$ cat src/rtl/twd_pkg.sv
package twd_pkg;

  // transaction codes; the bit order is sent on the wire
  localparam logic [1:0] OP_DRD = 2'b00;
  localparam logic [1:0] OP_DWR = 2'b01;
  localparam logic [1:0] OP_ARD = 2'b10;
  localparam logic [1:0] OP_AWR = 2'b11;

  typedef enum logic [1:0] {TK_STROBE, TK_RESET, TK_GAP} tick_kind_e;

  typedef enum logic [1:0] {PH_IDLE, PH_LO, PH_HI} tick_phase_e;

  typedef enum logic [3:0] {
    ST_IDLE, ST_START, ST_INS, ST_LEN, ST_TX, ST_WAIT,
    ST_GAP, ST_RX, ST_STOP, ST_RESET
  } seq_state_e;

endpackage

$ cat src/rtl/twd_strobe_timer.sv
module twd_strobe_timer
  import twd_pkg::*;
#(
  parameter int CNT_W  = 12,
  parameter int STB_LO = 125,
  parameter int STB_HI = 125,
  parameter int RST_LO = 3125,
  parameter int RST_HI = 125,
  parameter int GAP    = 125
) (
  input  logic       clk,
  input  logic       rst_n,
  input  logic       start,
  input  tick_kind_e kind,
  output logic       line_clk,
  output logic       done
);

  localparam logic [CNT_W-1:0] L_STB_LO = CNT_W'(STB_LO - 1);
  localparam logic [CNT_W-1:0] L_STB_HI = CNT_W'(STB_HI - 1);
  localparam logic [CNT_W-1:0] L_RST_LO = CNT_W'(RST_LO - 1);
  localparam logic [CNT_W-1:0] L_RST_HI = CNT_W'(RST_HI - 1);
  localparam logic [CNT_W-1:0] L_GAP    = CNT_W'(GAP - 1);

  tick_phase_e      ph_q, ph_d;
  tick_kind_e       kind_q, kind_d;
  logic [CNT_W-1:0] cnt_q, cnt_d;
  logic             tmr_en;

  assign tmr_en = start || (ph_q != PH_IDLE);

  always_comb begin
    ph_d   = ph_q;
    cnt_d  = cnt_q;
    kind_d = kind_q;
    unique case (ph_q)
      PH_IDLE: if (start) begin
        kind_d = kind;
        if (kind == TK_GAP) begin
          ph_d  = PH_HI;
          cnt_d = L_GAP;
        end else begin
          ph_d  = PH_LO;
          cnt_d = (kind == TK_RESET) ? L_RST_LO : L_STB_LO;
        end
      end
      PH_LO: if (cnt_q == '0) begin
        ph_d  = PH_HI;
        cnt_d = (kind_q == TK_RESET) ? L_RST_HI : L_STB_HI;
      end else begin
        cnt_d = cnt_q - 1'b1;
      end
      PH_HI: if (cnt_q == '0) ph_d = PH_IDLE;
             else cnt_d = cnt_q - 1'b1;
      default: ph_d = PH_IDLE;
    endcase
  end

  always_ff @(posedge clk or negedge rst_n) begin
    if (!rst_n) begin
      ph_q   <= PH_IDLE;
      cnt_q  <= '0;
      kind_q <= TK_STROBE;
    end else if (tmr_en) begin
      ph_q   <= ph_d;
      cnt_q  <= cnt_d;
      kind_q <= kind_d;
    end
  end

  assign line_clk = (ph_q != PH_LO);
  assign done     = (ph_q == PH_HI) && (cnt_q == '0);

  // low-run observer for the pulse-width check
  logic [CNT_W-1:0] lo_run_q;
  always_ff @(posedge clk or negedge rst_n) begin
    if (!rst_n)          lo_run_q <= '0;
    else if (!line_clk)  lo_run_q <= lo_run_q + 1'b1;
    else                 lo_run_q <= '0;
  end

  // a strobe never keeps the line low past its window
  a_r1_strobe_low_bounded: assert property (@(posedge clk) disable iff (!rst_n)
    (!line_clk && kind_q != TK_RESET) |-> (lo_run_q < CNT_W'(STB_LO)));

  // a reset pulse never exceeds its window either
  a_r2_reset_low_bounded: assert property (@(posedge clk) disable iff (!rst_n)
    (!line_clk && kind_q == TK_RESET) |-> (lo_run_q < CNT_W'(RST_LO)));

endmodule

$ cat src/rtl/twd_frame_seq.sv
module twd_frame_seq
  import twd_pkg::*;
#(
  parameter int TRIES = 20,
  parameter int TRY_W = 5
) (
  input  logic       clk,
  input  logic       rst_n,
  input  logic       req_valid,
  output logic       req_ready,
  input  logic [1:0] req_op,
  input  logic [7:0] req_data,
  input  logic       rst_req,
  output logic       tick_start,
  output tick_kind_e tick_kind,
  input  logic       tick_done,
  input  logic       dat_i,
  output logic       dat_o,
  output logic       dat_oe,
  output logic       rsp_done,
  output logic [7:0] rsp_data,
  output logic       rsp_timeout
);

  localparam logic [TRY_W-1:0] LAST_TRY = TRY_W'(TRIES - 1);

  seq_state_e       st_q, st_d;
  logic [1:0]       op_q, op_d;
  logic [7:0]       sh_q, sh_d;
  logic [2:0]       bit_q, bit_d;
  logic [TRY_W-1:0] try_q, try_d;
  logic             iss_q, iss_d;
  logic             rpend_q, rpend_d;
  logic [7:0]       rdat_q, rdat_d;
  logic             done_q, to_q;
  logic             fin, fin_to, adv;

  assign req_ready  = (st_q == ST_IDLE) && !rpend_q;
  assign tick_start = (st_q != ST_IDLE) && !iss_q;
  assign adv        = tick_done || (st_q == ST_IDLE);

  always_comb begin
    unique case (st_q)
      ST_RESET: tick_kind = TK_RESET;
      ST_GAP:   tick_kind = TK_GAP;
      default:  tick_kind = TK_STROBE;
    endcase
  end

  always_comb begin
    st_d    = st_q;
    op_d    = op_q;
    sh_d    = sh_q;
    bit_d   = bit_q;
    try_d   = try_q;
    rdat_d  = rdat_q;
    fin     = 1'b0;
    fin_to  = 1'b0;
    rpend_d = rpend_q | rst_req;
    iss_d   = iss_q;
    if (tick_start) iss_d = 1'b1;
    if (tick_done)  iss_d = 1'b0;

    if (st_q == ST_IDLE) begin
      if (rpend_q) begin
        st_d    = ST_RESET;
        rpend_d = rst_req;
      end else if (req_valid) begin
        st_d  = ST_START;
        op_d  = req_op;
        sh_d  = req_data;
        bit_d = '0;
        try_d = '0;
      end
    end else if (tick_done) begin
      unique case (st_q)
        ST_START: st_d = ST_INS;
        ST_INS: begin
          bit_d = bit_q + 1'b1;
          if (bit_q[0]) begin
            bit_d = '0;
            if (!op_q[1])      st_d = ST_LEN;
            else if (op_q[0])  st_d = ST_TX;
            else               st_d = ST_RX;
          end
        end
        ST_LEN: begin
          bit_d = bit_q + 1'b1;
          if (bit_q[0]) begin
            bit_d = '0;
            st_d  = op_q[0] ? ST_TX : ST_WAIT;
          end
        end
        ST_TX: begin
          sh_d  = {1'b0, sh_q[7:1]};
          bit_d = bit_q + 1'b1;
          if (bit_q == 3'd7) st_d = (op_q == OP_AWR) ? ST_STOP : ST_WAIT;
        end
        ST_RX: begin
          sh_d  = {dat_i, sh_q[7:1]};
          bit_d = bit_q + 1'b1;
          if (bit_q == 3'd7) st_d = ST_STOP;
        end
        ST_WAIT: begin
          if (dat_i) begin
            st_d = op_q[0] ? ST_STOP : ST_RX;
          end else if (try_q == LAST_TRY) begin
            fin    = 1'b1;
            fin_to = 1'b1;
          end else begin
            try_d = try_q + 1'b1;
            st_d  = ST_GAP;
          end
        end
        ST_GAP:  st_d = ST_WAIT;
        ST_STOP: begin
          fin = 1'b1;
          if (!op_q[0]) rdat_d = sh_q;
        end
        ST_RESET: fin = 1'b1;
        default:  st_d = ST_IDLE;
      endcase
      if (fin) st_d = ST_IDLE;
    end
  end

  always_ff @(posedge clk or negedge rst_n) begin
    if (!rst_n) begin
      st_q   <= ST_IDLE;
      op_q   <= OP_DRD;
      sh_q   <= '0;
      bit_q  <= '0;
      try_q  <= '0;
      rdat_q <= '0;
    end else if (adv) begin
      st_q   <= st_d;
      op_q   <= op_d;
      sh_q   <= sh_d;
      bit_q  <= bit_d;
      try_q  <= try_d;
      rdat_q <= rdat_d;
    end
  end

  always_ff @(posedge clk or negedge rst_n) begin
    if (!rst_n) begin
      iss_q   <= 1'b0;
      rpend_q <= 1'b0;
      done_q  <= 1'b0;
      to_q    <= 1'b0;
    end else begin
      iss_q   <= iss_d;
      rpend_q <= rpend_d;
      done_q  <= fin;
      to_q    <= fin_to;
    end
  end

  assign dat_oe      = (st_q == ST_INS) || (st_q == ST_LEN) || (st_q == ST_TX);
  assign dat_o       = (st_q == ST_INS) ? op_q[bit_q[0]] :
                       (st_q == ST_TX)  ? sh_q[0] : 1'b0;
  assign rsp_done    = done_q;
  assign rsp_timeout = to_q;
  assign rsp_data    = rdat_q;

  // an accepted request makes the engine busy
  a_r10_accept_busy: assert property (@(posedge clk) disable iff (!rst_n)
    (req_valid && req_ready) |=> !req_ready);

  // a timeout is only ever flagged with a completion
  a_r8_timeout_with_done: assert property (@(posedge clk) disable iff (!rst_n)
    rsp_timeout |-> rsp_done);

  // a reset pulse only begins from idle, never mid-frame
  a_r11_reset_from_idle: assert property (@(posedge clk) disable iff (!rst_n)
    (st_q == ST_RESET && $past(st_q) != ST_RESET) |-> $past(st_q) == ST_IDLE);

endmodule

$ cat src/rtl/twd_frame_engine.sv
module twd_frame_engine
  import twd_pkg::*;
#(
  parameter int CLK_MHZ    = 125,
  parameter int WAIT_TRIES = 20
) (
  input  logic       clk,
  input  logic       rst_n,
  input  logic       req_valid,
  output logic       req_ready,
  input  logic [1:0] req_op,
  input  logic [7:0] req_data,
  input  logic       rst_req,
  output logic       rsp_done,
  output logic [7:0] rsp_data,
  output logic       rsp_timeout,
  output logic       tw_clk,
  output logic       tw_dat_o,
  output logic       tw_dat_oe,
  input  logic       tw_dat_i
);

  localparam int US     = CLK_MHZ;
  localparam int STB_LO = US;
  localparam int STB_HI = US;
  localparam int RST_LO = 25 * US;
  localparam int RST_HI = US;
  localparam int GAP    = US;
  localparam int CNT_W  = $clog2(RST_LO + 1);
  localparam int TRY_W  = $clog2(WAIT_TRIES + 1);

  // asynchronous assert, synchronous release
  logic rs_q1, rs_q2, rst_ni;
  always_ff @(posedge clk or negedge rst_n) begin
    if (!rst_n) begin
      rs_q1 <= 1'b0;
      rs_q2 <= 1'b0;
    end else begin
      rs_q1 <= 1'b1;
      rs_q2 <= rs_q1;
    end
  end
  assign rst_ni = rs_q2;

  logic       tick_start, tick_done;
  tick_kind_e tick_kind;

  twd_strobe_timer #(
    .CNT_W (CNT_W),
    .STB_LO(STB_LO),
    .STB_HI(STB_HI),
    .RST_LO(RST_LO),
    .RST_HI(RST_HI),
    .GAP   (GAP)
  ) u_timer (
    .clk     (clk),
    .rst_n   (rst_ni),
    .start   (tick_start),
    .kind    (tick_kind),
    .line_clk(tw_clk),
    .done    (tick_done)
  );

  twd_frame_seq #(
    .TRIES(WAIT_TRIES),
    .TRY_W(TRY_W)
  ) u_seq (
    .clk        (clk),
    .rst_n      (rst_ni),
    .req_valid  (req_valid),
    .req_ready  (req_ready),
    .req_op     (req_op),
    .req_data   (req_data),
    .rst_req    (rst_req),
    .tick_start (tick_start),
    .tick_kind  (tick_kind),
    .tick_done  (tick_done),
    .dat_i      (tw_dat_i),
    .dat_o      (tw_dat_o),
    .dat_oe     (tw_dat_oe),
    .rsp_done   (rsp_done),
    .rsp_data   (rsp_data),
    .rsp_timeout(rsp_timeout)
  );

  // lines are parked whenever a request could be taken
  a_r10_idle_lines: assert property (@(posedge clk) disable iff (!rst_ni)
    req_ready |-> (tw_clk && !tw_dat_oe));

endmodule

$ cat config.mk
export PLATFORM = sky130hd
export DESIGN_NAME = twd_frame_engine
export DESIGN_NICKNAME = d
export VERILOG_FILES = /design/src/rtl/twd_pkg.sv /design/src/rtl/twd_strobe_timer.sv /design/src/rtl/twd_frame_seq.sv /design/src/rtl/twd_frame_engine.sv
export SDC_FILE = /design/constraint.sdc
export NUM_CORES = 1
export LEC_CHECK = 0
export BUFFER_PORTS_ARGS = -buffer_cell sky130_fd_sc_hd__clkbuf_2
export CELL_PAD_IN_SITES_DETAIL_PLACEMENT = 1
export CELL_PAD_IN_SITES_GLOBAL_PLACEMENT = 2
export CORE_UTILIZATION = 35
export CTS_BUF_LIST = sky130_fd_sc_hd__clkbuf_8
export CTS_CLUSTER_SIZE = 16
export DETAILED_ROUTE_END_ITERATION = 10
export PLACE_DENSITY = 0.84
export RECOVER_POWER = 100
export SETUP_SLACK_MARGIN = 0.15
export SYNTH_ARGS = -nofsm -noshare
export SYNTH_HDL_FRONTEND = slang
export SYNTH_SLANG_ARGS = --single-unit
$ cat constraint.sdc
create_clock -name clk -period 3.07 [get_ports clk]
set_input_delay 0.1535 -clock clk [delete_from_list [all_inputs] [get_ports clk]]
set_output_delay 0.1535 -clock clk [all_outputs]
set_load 0.05 [all_outputs]
==> impl_metrics.toml, run 1 <==
[routing]
via_per_inst = 5.368
dr.pass1.iters = 4
drt_first_iter_violations = 85
dr_total_vias = 2405
wl_per_cell_um = 16.72
drc = 0
routed_wl_um = 7489
detail-route-antenna-nets = 0

[synth]
synth-seq-cells = 50
synth_edf_count = 0
synthArstFlopShare_pct = 100.0
yosys.area_share.simple_pct = 24.36
synth_top_area_share_pct = 43.65
syn_inst = 313
ys_warn_count = 0
synth_cell_types = 51
synthAdderAreaFrac_pct = 4.365
yosys.area_share.xor_xnor_pct = 0.9166
syn-num-nets = 338
syn_area_per_cell_um2 = 9.158
yosys.area.top_type = "dfrtp_1"
ys_seq_area_share_pct = 43.65
synthMuxAreaShare_pct = 6.984
ys.flop_type = "dfrtp_1"
syn_area_um2 = 2866
synth.top_cells.by_area = "dfrtp_1, mux2_2, nand2_1"
synth_compound_area_share_pct = 15.98
synth_top_family_by_area = "simple AND/OR/NAND/NOR gates"

[floorplanning]
ios = 29
die_w_um = 92.50
coreArea_um2 = 7807
start_util_pct = 36.71
dieArea_um2 = 8556
rows = 32
die_y_um = 92.50

[sta]
max_freq_mhz = 367.8
setup_violations = 0
grt_setup_unrepaired = "false"
fin_crit_sh_pct = 88.56
slew_violations = 49
tightest_slew_ns = 1.963
slew_headroom_pct = -30.88
hold_ws_ns = 0.01101
totalNegativeSetupSlack_ns = 0
clock_skew_ns = 0.01366
period_needed_ns = 2.719
finalHoldViolations = 0

[worst_setup_path]
cp_slowest_cell = "or4_1"
crit_path_max_incr_delay_ns = 0.68
rr_endpoint = "u_seq.sh_q[5]$_DFFE_PN0P_"
crit_fanout = 8
worstSetupPathType = "register to register"
worstPathArrival_ns = 2.93
timing.rr.start = "u_timer.cnt_q[8]$_DFFE_PN0P_"
setup.worst_path.start_class = "register"
cp.required_ns = 3.28
endpoint_kind = "register"
path_cells = "or4_1, nor4_4, a21oi_1, a21oi_2, mux2_2"
r2r_cells = 5
r2r_slack_ns = 0.35

[finish]
antenna_cells = 0
layout-drive-gt1-share_pct = 15.61
fin_area_um2 = 3242
fin_util_pct = 41.52
area_growth_pct = 13.09
nets = 370

[outcome]
violations = "capacitance limit, slew limit"
status = "complete, but fails checks"

[clock_tree]
cts_tree = "yes"
clock_path_buffers = 2
clk_pin_slew_ns = 0.11
numCtsBuffers = 5
post_cts_resize_count = 0
post-cts-setup-buffers = 0
clk_latency_ns = 0.32
root_buffer = "clkbuf_8"
numClockSinks = 50
htree_levels = 2

[power_and_ir_drop]
power_density_nw_per_um2 = 374.9
power.ir.vdd_worst_mv = 0.2241
power.leakage_nw = 1.411

[min_path]
whs_endpoint = "u_seq.rpend_q$_DFF_PN0_"
min-delay-start = "rst_req"
hp-class = "input port to register"
min_path_cells = 2

[placed_design]
io_buffer_count = 28
place_area_um2 = 3156
dp.final_hpwl_um = 5533
place.gp.congestion = 0.7860

[grt]
antenna_found_initial = 0
grt_max_degree = 49
grt_pass1_vias = 2540
grt_pass1_wl_um = 12570
grtUsageTotal_pct = 18.93
grt.overflow.total = 0

[job]
maxCapViolations = 1
[critical path: cells and delay by family, from the launching register on]
family             cells  cell delay (ns)
and+or+nand+nor        2             1.10
DFF                    1             0.41
muxes                  1             0.40
AOI/OAI and AO/OA      2             0.69
[synth_stat cells, drive strengths merged (3+ instances only)]
cell,instances
o2bb2ai,3
o21ai,27
nor2b,4
dfrtp,50
o22ai,3
nor4,4
nor2,25
inv,13
a21oi,16
nand2,45
nand2b,7
o31ai,5
clkbuf,11
or3,5
mux2,16
nor3,12
buf,3
or2,6
or4,4
ha,10
nand3,4
nand4,4
[flip-flops by register name, summed over array words and instances, names as in the netlist]
signal             cells
u_seq.op_q             2
u_seq.st_q             4
rs_q2                  1
u_seq.sh_q             8
u_seq.bit_q            3
u_seq.rsp_data         8
u_timer.ph_q           2
u_seq.rsp_done         1
u_seq.rpend_q          1
u_seq.try_q            5
u_seq.iss_q            1
u_seq.rsp_timeout      1
rs_q1                  1
u_timer.cnt_q         12
[per-stage QoR]
step,cells,worst slack (ns),total power [W]
after floorplan,313,0.6572,0.0007084
after global placement,439,0.5426,0.0007279
after detailed placement,439,0.4429,0.0007289
after CTS,448,0.3942,0.001232
after global routing,448,0.2078,0.001254
final,448,0.3512,0.001215
[worst max path at each step]
stage	startpoint	end	slack, ns	cells after the start
2_1_floorplan	u_seq.st_q[1]$_DFFE_PN0P_	tw_dat_o	0.66	5
3_3_place_gp	u_timer.cnt_q[8]$_DFFE_PN0P_	u_seq.sh_q[4]$_DFFE_PN0P_	0.54	5
3_5_place_dp	u_timer.cnt_q[8]$_DFFE_PN0P_	u_seq.sh_q[5]$_DFFE_PN0P_	0.44	5
4_1_cts	u_timer.cnt_q[8]$_DFFE_PN0P_	u_seq.sh_q[2]$_DFFE_PN0P_	0.39	5
5_1_grt	u_timer.cnt_q[8]$_DFFE_PN0P_	u_seq.sh_q[5]$_DFFE_PN0P_	0.21	5
6_report	u_timer.cnt_q[8]$_DFFE_PN0P_	u_seq.sh_q[5]$_DFFE_PN0P_	0.35	5
[cell type report]
type	instances	area [µm²]
Multi-Input combinational cell	236	1501
Tap cell	102	127.6
Timing Repair Buffer	39	195.2
Inverter	13	48.80
Fill cell	948	4566
Clock inverter	3	48.80
Clock buffer	5	68.82
Sequential cell	50	1251
[what timing repair did]
action,4_1_cts,5_1_grt
hold buffers,1,0
setup endpoints to repair,0,0
hold endpoints to repair,2,0
[logic make-up (layout without fill, tap and decap cells)]
| kind of cell | after synthesis | after routing |
|---|---|---|
| buffers and inverters | 27 | 60 |
| muxes | 18 | 18 |
| xor gates and xnor gates | 3 | 3 |
| adders and majority gates | 10 | 10 |
| and+or+nand+nor | 131 | 131 |
| AOI/OAI and AO/OA | 73 | 73 |
| other | 1 | 1 |
| DFF | 50 | 50 |
[power by group]
part           internal [W]  leakage [nW]  switching (W)  total (W)
registers          0.000666         0.590      0.0000199   0.000686
clock network      0.000249        0.0563       0.000251   0.000500
logic             0.0000156         0.765      0.0000138  0.0000294
[cells in the final DEF (no fill, tap or decap), types with 12 or more instances in the layout]
master,netlist,routed
a21oi_1,14,15
clkbuf_1,11,18
clkbuf_2,0,13
dfrtp_1,50,50
inv_1,13,13
mux2_2,16,15
nand2_1,45,45
nor2_1,25,25
nor3_1,12,12
o21ai_0,27,27
[metal layers]
metal	wire [µm]	track usage [%]
met2	3739	31.85
met4	93	5.990
met5	0	0
met1	3433	24.92
met3	222	2.874
No activity file was read; power rests on OpenSTA's default activity.
==> run 2: changes to the inputs <==
==> constraint.sdc (replaced) <==
create_clock -name clk -period 3.07 [get_ports clk]
set_input_delay 0.1535 -clock clk [delete_from_list [all_inputs] [get_ports clk]]
set_output_delay 0.1535 -clock clk [all_outputs]
set_load 0.01 [all_outputs]
==> impl_metrics.toml, run 2 (synthesized netlist as in run 1, its figures left out) <==
[outcome]
status = "complete, but fails checks"
violations = "capacitance limit, slew limit"

[floorplanning]
die_w_um = 92.50
die_y_um = 92.50
coreArea_um2 = 7807
dieArea_um2 = 8556
ios = 29
start_util_pct = 36.71
rows = 32

[finish]
final_common_cell = "dfrtp_1"
fin_area_um2 = 3243
nets = 370
nFillCells = 948
mostFrequentLayoutCells = "dfrtp_1, nand2_1, o21ai_0, nor2_1, clkbuf_1"
top_register = "u_timer.cnt_q"
layout-drive-gt1-share_pct = 15.90
fin_util_pct = 41.54
antenna_cells = 0
area_growth_pct = 13.14
largest_reg_flops = 12

[routing]
wl_per_cell_um = 16.71
detail-route-antenna-nets = 0
dr_total_vias = 2404
drt_first_iter_violations = 85
drc = 0
routed_wl_um = 7485
via_per_inst = 5.366
dr.pass1.iters = 4

[power_and_ir_drop]
power_density_nw_per_um2 = 374.1
finalPower_w = 0.001213
power.ir.vdd_worst_mv = 0.2241
power.leakage_nw = 1.414

[clock_tree]
post-cts-setup-buffers = 0
cts_tree = "yes"
root_buffer = "clkbuf_8"
post_cts_resize_count = 0
cts_hold_buf = 1
clk_pin_slew_ns = 0.11
htree_levels = 2
clock_path_buffers = 2
clk_latency_ns = 0.32
numClockSinks = 50
numCtsBuffers = 5

[sta]
period_needed_ns = 2.719
slew_violations = 49
clock_skew_ns = 0.01366
setup_violations = 0
max_freq_mhz = 367.8
fin_crit_sh_pct = 88.56
totalNegativeSetupSlack_ns = 0
hold_ws_ns = 0.01101
finalHoldViolations = 0
tightest_slew_ns = 1.963
grt_setup_unrepaired = "false"
slew_headroom_pct = -30.88

[placed_design]
dp.final_hpwl_um = 5533
io_buffer_count = 28
place_area_um2 = 3156
place.gp.congestion = 0.7860

[grt]
grt_pass1_vias = 2540
grtUsageTotal_pct = 18.93
grt_max_degree = 49
grt.overflow.total = 0
grt_pass1_wl_um = 12570
antenna_found_initial = 0

[job]
maxCapViolations = 1

[worst_setup_path]
startpoint = "u_timer.cnt_q[8]$_DFFE_PN0P_"
worstPathArrival_ns = 2.93
crit_fanout = 8
worstSetupPathType = "register to register"
r2r_cells = 5
endpoint_kind = "register"
cp.required_ns = 3.28
rr_endpoint = "u_seq.sh_q[5]$_DFFE_PN0P_"
critPathCapture = "u_seq.sh_q[5]$_DFFE_PN0P_"
timing.rr.start = "u_timer.cnt_q[8]$_DFFE_PN0P_"
setup.worst_path.start_class = "register"
r2r_slack_ns = 0.35

[min_path]
hp-class = "input port to register"
## run 2: changes by cell type in the layout (fill, tap and decap cells not counted)
cell,previous run,this run
clkbuf_1,18,17
clkbuf_2,13,14
## run 2: how the worst min path moves through the flow
stage,start,to,slack (ns),depth (start not counted)
2_1_floorplan,rst_n,rs_q1$_DFF_PN0_,-0.14,0
3_3_place_gp,rst_n,rs_q1$_DFF_PN0_,-0.06,1
3_5_place_dp,rst_n,rs_q1$_DFF_PN0_,-0.06,1
4_1_cts,rst_req,u_seq.rpend_q$_DFF_PN0_,0.02,2
5_1_grt,rst_req,u_seq.rpend_q$_DFF_PN0_,0.01,2
6_report,rst_req,u_seq.rpend_q$_DFF_PN0_,0.01,2
## run 2: area by class of cell
type / instances / area, µm² / area share [%]
Inverter: 13 / 48.80 / 1.505
Clock inverter: 3 / 48.80 / 1.505
Multi-Input combinational cell: 236 / 1501 / 46.30
Timing Repair Buffer: 39 / 196.4 / 6.057
Clock buffer: 5 / 68.82 / 2.122
Sequential cell: 50 / 1251 / 38.58
Tap cell: 102 / 127.6 / 3.935
## run 2: metal layers
metal | track usage, % | vias up | wire length, µm
li1 | - | 1167 | -
met1 | 24.92 | 1197 | 3430
met2 | 31.85 | 31 | 3740
met3 | 2.874 | 9 | 221
met4 | 5.990 | 0 | 93
met5 | 0 | - | 0
## run 2: worst max-delay path, stage by stage (launching register included)
cell and delay, ns:
dfrtp_1 0.41, or4_1 0.68, nor4_4 0.42, a21oi_1 0.21
a21oi_2 0.48, mux2_2 0.40
## run 2: through the flow
step / worst slack [ns] / cells
2_1_floorplan: 0.7225 / 313
3_5_place_dp: 0.4429 / 439
5_1_grt: 0.2078 / 448
4_1_cts: 0.3942 / 448
3_3_place_gp: 0.5426 / 439
6_report: 0.3512 / 448
## run 2: power breakdown
group	switching [W]	internal (W)	total [W]
Combinational	0.0000117	0.0000156	0.0000273
Sequential	0.0000199	0.000666	0.000686
Clock	0.000251	0.000249	0.000500
Total	0.000283	0.000930	0.00121
